## src/rtl/lenc_pkg.sv

```systemverilog
package lenc_pkg;

    localparam int unsigned LO_W  = 5;
    localparam int unsigned HI_W  = 3;
    localparam int unsigned BYTE_W = LO_W + HI_W;
    localparam int unsigned LO_CW = LO_W + 1;
    localparam int unsigned HI_CW = HI_W + 1;
    localparam int unsigned SYM_W = LO_CW + HI_CW;

    typedef enum logic {
        RD_NEG = 1'b0,
        RD_POS = 1'b1
    } rd_e;

    localparam logic [SYM_W-1:0] COMMA_NEG = 10'b0011111010;
    localparam logic [SYM_W-1:0] COMMA_POS = 10'b1100000101;

    localparam logic [HI_CW-1:0] ALT7_NEG = 4'b0111;

    typedef struct packed {
        logic [SYM_W-1:0] sym;
        rd_e              rd;
    } enc_state_t;

    function automatic rd_e rd_flip(input rd_e r);
        return (r == RD_NEG) ? RD_POS : RD_NEG;
    endfunction

    // Negative-disparity form of the 6-bit code, written abcdei.
    function automatic logic [LO_CW-1:0] lo_code_neg(input logic [LO_W-1:0] x);
        logic [LO_CW-1:0] c;
        case (x)
            5'd0:  c = 6'b100111;
            5'd1:  c = 6'b011101;
            5'd2:  c = 6'b101101;
            5'd3:  c = 6'b110001;
            5'd4:  c = 6'b110101;
            5'd5:  c = 6'b101001;
            5'd6:  c = 6'b011001;
            5'd7:  c = 6'b111000;
            5'd8:  c = 6'b111001;
            5'd9:  c = 6'b100101;
            5'd10: c = 6'b010101;
            5'd11: c = 6'b110100;
            5'd12: c = 6'b001101;
            5'd13: c = 6'b101100;
            5'd14: c = 6'b011100;
            5'd15: c = 6'b010111;
            5'd16: c = 6'b011011;
            5'd17: c = 6'b100011;
            5'd18: c = 6'b010011;
            5'd19: c = 6'b110010;
            5'd20: c = 6'b001011;
            5'd21: c = 6'b101010;
            5'd22: c = 6'b011010;
            5'd23: c = 6'b111010;
            5'd24: c = 6'b110011;
            5'd25: c = 6'b100110;
            5'd26: c = 6'b010110;
            5'd27: c = 6'b110110;
            5'd28: c = 6'b001110;
            5'd29: c = 6'b101110;
            5'd30: c = 6'b011110;
            default: c = 6'b101011;
        endcase
        return c;
    endfunction

    // Negative-disparity form of the primary 4-bit code, written fghj.
    function automatic logic [HI_CW-1:0] hi_code_neg(input logic [HI_W-1:0] y);
        logic [HI_CW-1:0] c;
        case (y)
            3'd0: c = 4'b1011;
            3'd1: c = 4'b1001;
            3'd2: c = 4'b0101;
            3'd3: c = 4'b1100;
            3'd4: c = 4'b1101;
            3'd5: c = 4'b1010;
            3'd6: c = 4'b0110;
            default: c = 4'b1110;
        endcase
        return c;
    endfunction

endpackage

```

## src/rtl/lenc_lo_sub.sv

```systemverilog
module lenc_lo_sub
    import lenc_pkg::*;
(
    input  logic [LO_W-1:0]  x_i,
    input  rd_e              rd_i,
    output logic [LO_CW-1:0] code_o,
    output rd_e              rd_o
);

    localparam int unsigned LO_HALF = LO_CW / 2;
    localparam logic [LO_W-1:0] SWAP_VAL = 5'd7;

    logic [LO_CW-1:0] base;
    logic             balanced;
    logic             keep_base;

    always_comb begin
        base      = lo_code_neg(x_i);
        balanced  = ($countones(base) == LO_HALF);
        keep_base = (rd_i == RD_NEG) || (balanced && (x_i != SWAP_VAL));
        code_o    = keep_base ? base : ~base;
        rd_o      = balanced ? rd_i : rd_flip(rd_i);
    end

endmodule

```

## src/rtl/lenc_hi_sub.sv

```systemverilog
module lenc_hi_sub
    import lenc_pkg::*;
(
    input  logic [HI_W-1:0]  y_i,
    input  logic [LO_W-1:0]  x_i,
    input  rd_e              rd_i,
    output logic [HI_CW-1:0] code_o,
    output rd_e              rd_o
);

    localparam int unsigned HI_HALF = HI_CW / 2;
    localparam logic [HI_W-1:0] SWAP_VAL = 3'd3;
    localparam logic [HI_W-1:0] SEVEN    = 3'd7;

    logic             alt_neg;
    logic             alt_pos;
    logic             use_alt;
    logic [HI_CW-1:0] base;
    logic             balanced;
    logic             keep_base;

    always_comb begin
        alt_neg   = (x_i == 5'd17) || (x_i == 5'd18) || (x_i == 5'd20);
        alt_pos   = (x_i == 5'd11) || (x_i == 5'd13) || (x_i == 5'd14);
        use_alt   = (y_i == SEVEN) &&
                    (((rd_i == RD_NEG) && alt_neg) || ((rd_i == RD_POS) && alt_pos));
        base      = use_alt ? ALT7_NEG : hi_code_neg(y_i);
        balanced  = ($countones(base) == HI_HALF);
        keep_base = (rd_i == RD_NEG) || (balanced && (y_i != SWAP_VAL));
        code_o    = keep_base ? base : ~base;
        rd_o      = balanced ? rd_i : rd_flip(rd_i);
    end

endmodule

```

## src/rtl/de_comma_encoder.sv

```systemverilog
module de_comma_encoder
    import lenc_pkg::*;
(
    input  logic              clk,
    input  logic              rst_n,
    input  logic              de_i,
    input  logic [BYTE_W-1:0] byte_i,
    output logic [SYM_W-1:0]  sym_o
);

    enc_state_t       state_d;
    enc_state_t       state_q;

    logic [LO_CW-1:0] lo_code;
    logic [HI_CW-1:0] hi_code;
    rd_e              lo_rd;
    rd_e              hi_rd;

    lenc_lo_sub u_lo (
        .x_i    (byte_i[LO_W-1:0]),
        .rd_i   (state_q.rd),
        .code_o (lo_code),
        .rd_o   (lo_rd)
    );

    lenc_hi_sub u_hi (
        .y_i    (byte_i[BYTE_W-1:LO_W]),
        .x_i    (byte_i[LO_W-1:0]),
        .rd_i   (lo_rd),
        .code_o (hi_code),
        .rd_o   (hi_rd)
    );

    always_comb begin
        state_d = state_q;
        if (de_i) begin
            state_d.sym = {lo_code, hi_code};
            state_d.rd  = hi_rd;
        end else begin
            state_d.sym = (state_q.rd == RD_NEG) ? COMMA_NEG : COMMA_POS;
            state_d.rd  = rd_flip(state_q.rd);
        end
    end

    always_ff @(posedge clk or negedge rst_n) begin
        if (!rst_n) begin
            state_q.sym <= COMMA_POS;
            state_q.rd  <= RD_NEG;
        end else begin
            state_q <= state_d;
        end
    end

    assign sym_o = state_q.sym;

endmodule

```

## config.mk

```make
export PLATFORM = sky130hd
export DESIGN_NAME = de_comma_encoder
export DESIGN_NICKNAME = d
export VERILOG_FILES = /design/src/rtl/lenc_pkg.sv /design/src/rtl/lenc_lo_sub.sv /design/src/rtl/lenc_hi_sub.sv /design/src/rtl/de_comma_encoder.sv
export SDC_FILE = /design/constraint.sdc
export NUM_CORES = 1
export LEC_CHECK = 0
export CAP_MARGIN = 20
export CORE_ASPECT_RATIO = 1.2
export CORE_MARGIN = 4
export CORE_UTILIZATION = 45
export DETAILED_ROUTE_END_ITERATION = 10
export DONT_BUFFER_PORTS = 1
export PLACE_DENSITY_LB_ADDON = 0.25
export SLEW_MARGIN = 5
export SYNTH_ARGS = -nofsm -noshare
export SYNTH_HDL_FRONTEND = slang
export SYNTH_SLANG_ARGS = --single-unit
```

## constraint.sdc

```tcl
create_clock -name clk -period 3.8 [get_ports clk]
set_clock_uncertainty 0.05 [all_clocks]
set_input_delay 0 -clock clk [delete_from_list [all_inputs] [get_ports clk]]
set_output_delay 0 -clock clk [all_outputs]
set_load 0.02 [all_outputs]
```

Yosys cells after proc, flatten, opt, wreduce, memory -nomap -nowiden
Memories as Yosys holds them, arrays and structs flattened.
Cells that the tools add are included.
{"block": "op_classes", "addsub": 8, "n_eq_ne": 17, "bitwise_logic": 4, "n_reduce_logical": 13, "mux": 10}
{"cell": "$add 32x32->32", "count": 3}
{"cell": "$eq 32x2->1 const B", "count": 2}
{"cell": "$pmux 4 s7", "count": 1}
{"cell": "$eq 5x4->1 const B", "count": 3}
{"cell": "$eq 5x5->1 const B", "count": 3}
{"cell": "$eq 3x3->1 const B", "count": 4}
{"cell": "$mux 11", "count": 1}
{"cell": "$add 1x1->2", "count": 5}
{"cell": "$mux 10", "count": 1}
{"cell": "$mux 4", "count": 2}
{"cell": "$logic_or 1x1->1", "count": 7}
{"cell": "$eq 3x2->1 const B", "count": 2}
{"cell": "$mux 6", "count": 1}
{"cell": "$not 6->6", "count": 1}
{"cell": "$logic_and 1x1->1", "count": 5}
{"cell": "$ne 5x3->1 const B", "count": 1}
{"cell": "$mux 1", "count": 4}
{"cell": "$not 4->4", "count": 1}
{"cell": "$eq 3x1->1 const B", "count": 1}
{"cell": "$logic_not 3->1", "count": 1}
{"cell": "$ne 3x2->1 const B", "count": 1}
{"cell": "$not 1->1", "count": 2}
{"block": "word_totals", "register_bits": 11, "output_inout_bits": 10, "word_cells": 55, "input_bits": 11, "memories": 1, "rom_bits": 192}
{"memory": "(no name shown)", "words": 32, "width": 6, "read_ports": 1, "rd_clocked_by_memory_dff": 0, "wr": 0, "line_no": "lenc_pkg.sv:32", "source": "case (x)"}

Depth between registers and ports, before layout
An unclocked memory read counts as a cell.
{"block": "depth", "depth_word": 18, "mapped_depth": 22, "mapped_depth_nobuf": 22}

By module
From an unflattened synthesis, not the netlist that was laid out.
{"block": "hier_totals", "cells_unflattened": 167, "hier_area_um2": 1462.7}
{"mod": "lenc_lo_sub", "seq_area_each_um2": 0.0, "instances": 1, "cells_per_inst": 73, "area_each_um2": 590.6}
{"mod": "de_comma_encoder", "seq_area_each_um2": 280.3, "instances": 1, "cells_per_inst": 42, "area_each_um2": 475.5}
{"mod": "lenc_hi_sub", "seq_area_each_um2": 0.0, "instances": 1, "cells_per_inst": 52, "area_each_um2": 396.6}

Least setup slack after synthesis
OpenSTA, ideal clock, no wires.
{"block": "synth_timing", "kind": "input to register", "startpoint": "in byte_i[1]", "endpoint": "reg state_q (netlist bit sym_o[0])", "setup_slack_ns": -1.130, "n_path_buf": 0, "arrival_ns": 4.816, "required_time_ns": 3.686, "setup_ns": 0.064, "stages": 20, "path_cell_list": "inv_1 ha_1 nand2_1 o21a_1 mux4_2 ha_1 fa_1 ha_1 and4bb_4 xor2_4 mux2i_1 o21ai_0 ha_1 ha_1 fa_1 nor3b_1 o21a_1 nor2_1 or4_1 nand3_1"}
{"item": "start, declared", "line_no": "de_comma_encoder.sv:7", "source": "input logic [BYTE_W-1:0] byte_i,"}
{"item": "end signal, assigned", "line_no": "de_comma_encoder.sv:50", "source": "state_q <= state_d;"}
{"item": "end, declared", "line_no": "de_comma_encoder.sv:12", "source": "enc_state_t state_q;"}

==> results.toml <==
[final_layout]
area_growth_pct = 38.8
utilization = 0.667
fin_nets = 206
num_antenna_cells = 0
drive_gt1_frac = 0.328
instances_no_fill = 210

[synth]
syn_avg_cell_area_um2 = 8.66
syn_nets = 171
ys_async_sr_fraction = 1.00
yosys-top-cells-count = "nand2_1 (17), ha_1 (14), inv_1 (10), nor2_1 (10)"
synth-seq-area-share = 0.226
synth-edff-count = 0
synth_top_area_share = 0.141
syn_area_mm2 = 0.00124
syn_inst = 143
netlist_top_cells_area = "dfrtp_1 (14%), ha_1 (14%), dfstp_2 (8.5%)"
yosysMostFrequentCell = "nand2_1"
yosysTopAreaCell = "dfrtp_1"
yosysUniqueCellTypes = 44
synth_seq_cells = 11
ys.warnings.count = 0
synthFlopType = "dfrtp_1"

[floorplanning]
start_util = 0.481
num_io_pins = 21
dieArea_mm2 = 0.00366
fp.coreArea_mm2 = 0.00258
die_h_um = 65.5
die_w_um = 55.9
rows = 20

[sta]
final.setup.worst_slack_ns = -0.458
tightest_slew_ns = 0.439
setup_viol = 5
hold_violations = 3
rsz0062_at_grt = "yes"
slew_viol_final = 0
max_freq_mhz = 235
fin_crit_sh = 1.12
maxSlewHeadroom = 0.705
whs_ns = -0.200
period_needed_ns = 4.26

[clocking]
insertion_delay_ns = 0.27
cts_tree = "done"
hold_buffers = 12
cts_sinks = 11
cts_buffers = 3
clk_path_buf_depth = 2
h-tree-depth = 1
cts-root-buf = "clkbuf_4"
clk_pin_slew_ns = 0.06

[place]
port_buffers = 0
placed_cells = 187
gp_congestion = 0.834
dp_hpwl_mm = 2.21
post-place-ws_ns = -0.783

[power_and_ir_drop]
p_sw_uw = 355
internal_power_uw = 527
pwr-share-seq = 0.332
vdd_ir_drop_max_v = 0.000388
power_density_mw_per_mm2 = 513
combPwrFrac = 0.580
p_clk_frac = 0.088
power.leakage_nw = 0.717
switching_share = 0.403

[routing]
drc = 0
detail_route.iter0.violations = 19
ant_nets = 0
vias_per_cell = 5.54
first_pass_iters = 4
wl_mm = 2.89
via_count = 1163
wl_per_cell_um = 13.7

[min_path]
worstHoldPathType = "in -> reg"

[run]
maxCapViolCount = 0

[critical_path]
cp_max_fo = 5
arrival_ns = 4.42
required_ns = 3.96
worstSetupPathType = "in -> reg"
endpoint_kind = "register"
start_kind = "primary input"

[global_route]
grt_max_degree = 24
grt_pass1_wl_mm = 5.15
grt-ovfl-total = 0
antenna_found_initial = 0
grt_use_total = 0.174
grt_pass1_vias = 1188

[outcome]
violations = "negative hold slack, negative setup slack"
status = "complete, but fails checks"
-- cells in the final DEF (no fill, tap or decap), drive strengths merged, types with 2 or more instances in the layout --
cell,instances
a211oi,3
a21boi,2
a21o,2
a21oi,4
a31oi,2
buf,25
clkbuf,4
dfrtp,7
dfstp,4
dlygate4sd3,12
fa,3
ha,14
inv,10
nand2,17
nand2b,5
nand3,5
nor2,10
nor2b,3
nor3,3
nor3b,2
o2111ai,2
o211ai,2
o21a,2
o21ai,7
xnor2,4
xor2,5
-- critical path: stages --
cell and delay (ns):
inv_16 0.04, ha_4 0.14, nand2_2 0.06, o21a_1 0.09, mux4_2 0.49, ha_4 0.24
fa_2 0.38, ha_1 0.28, and4bb_4 0.27, xor2_4 0.18, mux2i_2 0.28, o21ai_1 0.09
ha_1 0.28, ha_2 0.19, fa_1 0.48, nor3b_2 0.19, o21a_1 0.20, nor2_2 0.07
or4_1 0.39, nand3_1 0.08
-- final timing paths --
kind / from / to / slack (ns) / depth (start not counted)
min reg2reg: state_q[0]$_DFF_PN0_ / sym_o[2]$_DFF_PN1_ / 0.80 / 2
max in group asynchronous: rst_n / sym_o[0]$_DFF_PN1_ / 3.31 / 1
min in group asynchronous: rst_n / state_q[0]$_DFF_PN0_ / 0.06 / 1
max: byte_i[1] / sym_o[0]$_DFF_PN1_ / -0.46 / 20
min: de_i / sym_o[2]$_DFF_PN1_ / -0.20 / 1
max reg2reg: state_q[0]$_DFF_PN0_ / sym_o[0]$_DFF_PN1_ / 0.73 / 11
-- state kept, by name, summed over array words and instances (netlist names) --
signal / flops
state_q: 1
sym_o: 10
-- power by group through the flow --
stage               combinational [mW]  clock [mW]  sequential [mW]
finish                           0.511      0.0777            0.292
global route                     0.565      0.0882            0.300
CTS                              0.503      0.0783            0.295
detailed placement               0.408           0            0.298
global placement                 0.397           0            0.294
floorplan                        0.311           0            0.287
-- cell families (layout without fill, tap and decap cells) --
group	after synthesis	count (layout)	synth area share
AND/OR/NAND/NOR	54	54	0.229
AO/OA/AOI/OAI	32	32	0.186
adder cells (fa/ha/maj)	18	18	0.198
buffers and inverters	17	51	0.0556
flip-flops	11	11	0.226
XOR/XNOR	9	9	0.0788
multiplexers	2	2	0.0263
-- metal layers --
layer	GRT usage	routed length [um]
met1	0.191	1130
met2	0.336	1550
met3	0.0236	148
met4	0.0712	55
met5	0	0
-- layout make-up --
cell class | count | area, um^2
Clock buffer | 4 | 26.3
Fill cell | 207 | 858
Inverter | 10 | 61.3
Multi-Input combinational cell | 115 | 1000
Sequential cell | 11 | 280
Tap cell | 33 | 41.3
Timing Repair Buffer | 37 | 308
-- through the flow --
stage / setup TNS [ns] / power (mW) / area, um^2
finish: -1.87 / 0.881 / 1720
global route: -2.84 / 0.953 / 1720
CTS: -1.83 / 0.876 / 1710
detailed placement: -3.41 / 0.705 / 1480
global placement: -2.96 / 0.690 / 1480
floorplan: -2.63 / 0.599 / 1360
-- timing repair --
item                                   4_1_cts  5_1_grt
setup endpoints to repair                    5        6
pin swaps                                    5        2
setup buffers                                6        1
resized for setup                            7        2
endpoints found under the hold margin       22        3
gates cloned                                 0        0
Note: power is estimated with default switching activity, not from simulation.
